--- src/rtl/plm_pkg.sv ---
package plm_pkg;
   localparam int unsigned NUM_REGS = 2;

   typedef enum logic {
      REG_D = 1'b0,
      REG_T = 1'b1
   } reg_mode_e;
endpackage

--- src/rtl/plm_sum_array.sv ---
module plm_sum_array #(
   parameter int unsigned PT_PER_SUM = 4,
   parameter int unsigned NUM_SUMS   = 3,
   localparam int unsigned PT_W      = PT_PER_SUM * NUM_SUMS
) (
   input  logic [PT_W-1:0]     pt_in,
   output logic [NUM_SUMS-1:0] sums,
   output logic                wide_sum
);
   for (genvar g = 0; g < NUM_SUMS; g++) begin : g_grp
      assign sums[g] = |pt_in[g*PT_PER_SUM +: PT_PER_SUM];
   end

   assign wide_sum = |sums;
endmodule

--- src/rtl/plm_flop.sv ---
module plm_flop
   import plm_pkg::*;
(
   input  logic      clk,
   input  logic      rst_n,
   input  logic      clk_src,
   input  logic      clr,
   input  logic      load_en,
   input  logic      load_val,
   input  logic      din,
   input  reg_mode_e mode,
   output logic      q
);
   logic src_prev;
   logic edge_seen;

   assign edge_seen = clk_src & ~src_prev;

   always_ff @(posedge clk or negedge rst_n) begin
      if (!rst_n) begin
         src_prev <= 1'b0;
         q        <= 1'b0;
      end else begin
         src_prev <= clk_src;
         if (clr)
            q <= 1'b0;
         else if (load_en)
            q <= load_val;
         else if (edge_seen)
            q <= (mode == REG_T) ? (q ^ din) : din;
      end
   end
endmodule

--- src/rtl/plm_macrocell.sv ---
module plm_macrocell
   import plm_pkg::*;
#(
   parameter int unsigned PT_PER_SUM = 4,
   parameter int unsigned NUM_SUMS   = 3,
   localparam int unsigned PT_W      = PT_PER_SUM * NUM_SUMS
) (
   input  logic                clk,
   input  logic                rst_n,
   input  logic [PT_W-1:0]     pt_in,
   input  logic                pin_clk,
   input  logic [NUM_REGS-1:0] ck_term,
   input  logic [NUM_REGS-1:0] rst_term,
   input  logic                oe_term,
   input  logic [NUM_REGS-1:0] cfg_tmode,
   input  logic [NUM_REGS-1:0] cfg_pinclk,
   input  logic                cfg_merge,
   input  logic                cfg_bypass2,
   input  logic                cfg_legacy,
   input  logic                lock,
   input  logic                pre_load,
   input  logic [NUM_REGS-1:0] pre_d,
   input  logic                pad_in,
   output logic                pad_out,
   output logic                pad_oe,
   output logic                fb_q1,
   output logic                fb_q2,
   output logic                fb_pin,
   output logic                obs_q2
);
   if (PT_PER_SUM < 1) begin : g_bad_pt
      $error("PT_PER_SUM must be at least 1");
   end
   if (NUM_SUMS < 2) begin : g_bad_sums
      $error("NUM_SUMS must be at least 2");
   end

   logic [NUM_SUMS-1:0] sums;
   logic                wide_sum;
   logic [NUM_REGS-1:0] reg_d;
   logic [NUM_REGS-1:0] reg_q;
   logic                load_ok;

   plm_sum_array #(
      .PT_PER_SUM (PT_PER_SUM),
      .NUM_SUMS   (NUM_SUMS)
   ) u_sums (
      .pt_in    (pt_in),
      .sums     (sums),
      .wide_sum (wide_sum)
   );

   assign reg_d[0] = cfg_merge ? wide_sum : sums[0];
   assign reg_d[1] = sums[1];
   assign load_ok  = pre_load & ~lock;

   for (genvar r = 0; r < NUM_REGS; r++) begin : g_reg
      logic      src;
      reg_mode_e mode;

      assign src  = (cfg_pinclk[r] & ~cfg_legacy) ? pin_clk : ck_term[r];
      assign mode = reg_mode_e'(cfg_tmode[r] & ~cfg_legacy);

      plm_flop u_flop (
         .clk      (clk),
         .rst_n    (rst_n),
         .clk_src  (src),
         .clr      (rst_term[r]),
         .load_en  (load_ok),
         .load_val (pre_d[r]),
         .din      (reg_d[r]),
         .mode     (mode),
         .q        (reg_q[r])
      );
   end

   assign pad_out = reg_q[0];
   assign pad_oe  = oe_term;
   assign fb_q1   = reg_q[0];
   assign fb_q2   = (cfg_bypass2 & ~cfg_legacy) ? reg_d[1] : reg_q[1];
   assign fb_pin  = pad_in;
   assign obs_q2  = lock ? 1'b0 : reg_q[1];
endmodule

--- config.mk ---
export PLATFORM = sky130hd
export DESIGN_NAME = plm_macrocell
export DESIGN_NICKNAME = d
export VERILOG_FILES = /design/src/rtl/plm_pkg.sv /design/src/rtl/plm_sum_array.sv /design/src/rtl/plm_flop.sv /design/src/rtl/plm_macrocell.sv
export SDC_FILE = /design/constraint.sdc
export NUM_CORES = 1
export LEC_CHECK = 0
export BUFFER_PORTS_ARGS = -buffer_cell sky130_fd_sc_hd__buf_4
export CAP_MARGIN = 20
export CELL_PAD_IN_SITES_DETAIL_PLACEMENT = 2
export CELL_PAD_IN_SITES_GLOBAL_PLACEMENT = 2
export CORE_MARGIN = 8
export CORE_UTILIZATION = 16
export DETAILED_ROUTE_END_ITERATION = 8
export GPL_TIMING_DRIVEN = 0
export HOLD_SLACK_MARGIN = 0.06
export PLACE_DENSITY = 0.81
export SLEW_MARGIN = 15
export SYNTH_ARGS = -nofsm -noshare
export SYNTH_HDL_FRONTEND = slang
export SYNTH_HIERARCHICAL = 1
export SYNTH_SLANG_ARGS = --single-unit
--- constraint.sdc ---
create_clock -name clk -period 2.55 [get_ports clk]
set_input_delay 0 -clock clk [delete_from_list [all_inputs] [get_ports clk]]
set_output_delay 0 -clock clk [all_outputs]
set_load 0.1 [all_outputs]
==> qor.txt <==
final critical-path share of the clock period -> 59.8%
R2R Path End -> g_reg[1].u_flop/q
CTS sink count -> 4
net count after synthesis -> 70
Max Cap Violations -> 0
gr ovfl total -> 0
layout cells sized above 1 -> 56.6%
gpl congestion -> 0.725
P_leak -> 0.379 nW
Clock Skew -> 0.00872 ns
Max Slew Vio Count -> 0
Crit Reg-Reg Startpoint -> g_reg[1].u_flop/q
Starting Density -> 16.5%
IO Port Bufs -> 35
crit path DAT -> 1.65 ns
largest net degree at the start of global routing -> 6
via density per instance -> 4.22
Seq/Total Area, Yosys -> 28.3%
GRT Util Overall -> 8.08%
Cells after DPL -> 101
Post-Syn Area per Cell -> 9.32 µm²
TritonCTS clock tree -> done
Util after Layout -> 34.7%
Post-Synthesis Cell Area -> 354 µm²
CP Class -> in -> reg
Synth Instances -> 38
most frequent cells in the layout -> 38 x buf_4, 7 x dlygate4sd3_1, 6 x inv_1
worst hold-check path type -> in -> async
Die X -> 63.0 µm
CTS Root Cell -> clkbuf_4
initial antenna violation count -> 0
share of the synthesized area in the top cell type -> 28.3%
vias in the first global route -> 541
die height -> 63.0 µm
final instance count without filler cells -> 111
peak supply drop -> 161 µV
drt total wl -> 1.59 mm
global-route wire length before repair -> 2.54 mm
DR WL/cell -> 14.3 µm
htree depth -> 1
Worst Max-Slew Pin Slew -> 0.502 ns
area leader, netlist -> dfrtp_1
status -> finished clean
Antenna diodes -> 0
# setup viols final -> 0
Final Hold Viols -> 0
DP HPWL -> 1.32 mm
Reg clk slew, reported paths -> 0.05 ns
hold_ws -> 0.0895 ns
total die area -> 3970 µm²
Row Count -> 17
core area -> 2150 µm²
worst r2r path cells -> 2
#FFs+latches synth -> 4
IO Pins -> 38
RSZ-0062 raised after global routing -> false
top post-synthesis cells by area -> dfrtp_1 28%, o31a_1 9.9%, nor2b_1 7.1%
critical path required time -> 2.67 ns
synth unique cells -> 15
Final ANT Viol Nets -> 0
# DRC -> 0
Vias -> 468
Max Freq -> 0.656 GHz
nets -> 117
CTS buffer count -> 3
Final min period -> 1.53 ns
Layout area overhead -> 110%
CP Max Fanout -> 4
placed cell areas -> 652 µm²
critical path startpoint category -> primary input
crit path capture type -> flip-flop
Slew headroom -> 65.7%
R2R setup slack -> 1.42 ns
Clk Latency, worst-skew pair -> 0.25 ns
1st-iter DRT viols -> 9
commonest non-fill, non-tap cell in the layout -> buf_4
final instance area -> 744 µm²
router iterations before antenna repair -> 3
Power per Cell Area -> 405 nW/µm²
Longest Clk Path Bufs -> 2
Syn. warnings -> 6
TNS Setup -> 0 ns
## registers in the layout, summed over array words and instances (netlist names)
name / flops
g.u_flop/src_prev: 2
g.u_flop/q: 2
## stage by stage
step           setup slack, ns  power [mW]
6_report                  1.02       0.302
4_1_cts                   1.02       0.306
3_3_place_gp             0.789       0.206
2_1_floorplan            0.837       0.156
3_5_place_dp             0.773       0.209
5_1_grt                  0.934       0.320
## report_power, final
| group | total [mW] | internal [mW] | leakage, nW | switching, mW |
|---|---|---|---|---|
| combinational | 0.143 | 0.0643 | 0.316 | 0.0792 |
| clock | 0.0849 | 0.0531 | 0.0138 | 0.0318 |
| sequential | 0.0732 | 0.0691 | 0.0493 | 0.00413 |
## critical path: stages
cell	delay [ns]
buf_4	0.11
or4_4	0.56
or3_1	0.36
mux2_2	0.28
inv_1	0.06
a2111oi_0	0.05
o31a_1	0.24
## layout make-up
class                      instances  area [µm²]
timing repair buffer              42         333
clock buffer                       3        22.5
buffer                             3        22.5
sequential                         4         100
multi-input combinational         25         209
tap                               28        35.0
fill                             252        1400
inverter                           6        22.5
## cells by family (layout without fill, tap and decap cells)
logic type,count (synthesis),count (layout),synth area share (%)
AND/OR/NAND/NOR,13,13,27.6
buffers and inverters,9,54,12.7
AO/OA/AOI/OAI,8,8,17.7
multiplexers,4,4,13.8
flip-flops,4,4,28.3
## timing repair
| item | in CTS | in global routing |
|---|---|---|
| resized for setup | 0 | 0 |
| setup endpoints to repair | 0 | 0 |
| endpoints found under the hold margin | 8 | 0 |
| hold buffers | 7 | 0 |
| buffers inserted | 0 | 0 |
## how the worst max path moves through the flow
stage	from	end	slack (ns)	depth (start not counted)
3_3_place_gp	pt_in[5]	g_reg[0].u_flop/q	0.79	7
2_1_floorplan	g_reg[1].u_flop/q	obs_q2	0.84	1
3_5_place_dp	pt_in[5]	g_reg[0].u_flop/q	0.77	7
5_1_grt	pt_in[5]	g_reg[0].u_flop/q	0.93	7
4_1_cts	pt_in[5]	g_reg[0].u_flop/q	1.02	7
6_report	pt_in[5]	g_reg[0].u_flop/q	1.02	7
## per-layer routing
| layer | part of all wire [%] | wire (µm) | up-vias | GRT usage [%] |
|---|---|---|---|---|
| li1 | - | - | 223 | - |
| met1 | 37 | 595 | 225 | 7.92 |
| met2 | 55 | 874 | 18 | 15.0 |
| met3 | 6.7 | 106 | 2 | 2.69 |
| met4 | 0.94 | 15 | 0 | 3.42 |
| met5 | 0 | 0 | - | 0 |
## synth_stat cells
cell / instances
inv_1: 6
dfrtp_1: 4
nor2b_1: 4
o31a_1: 4
buf_4: 3
nand2b_1: 3
a2111oi_0: 2
a21oi_1: 2
and2b_2: 2
mux2_1: 2
or4_4: 2
mux2_2: 1
mux2_4: 1
or3_1: 1
or4_1: 1
Note: power is estimated with default switching activity, not from simulation.
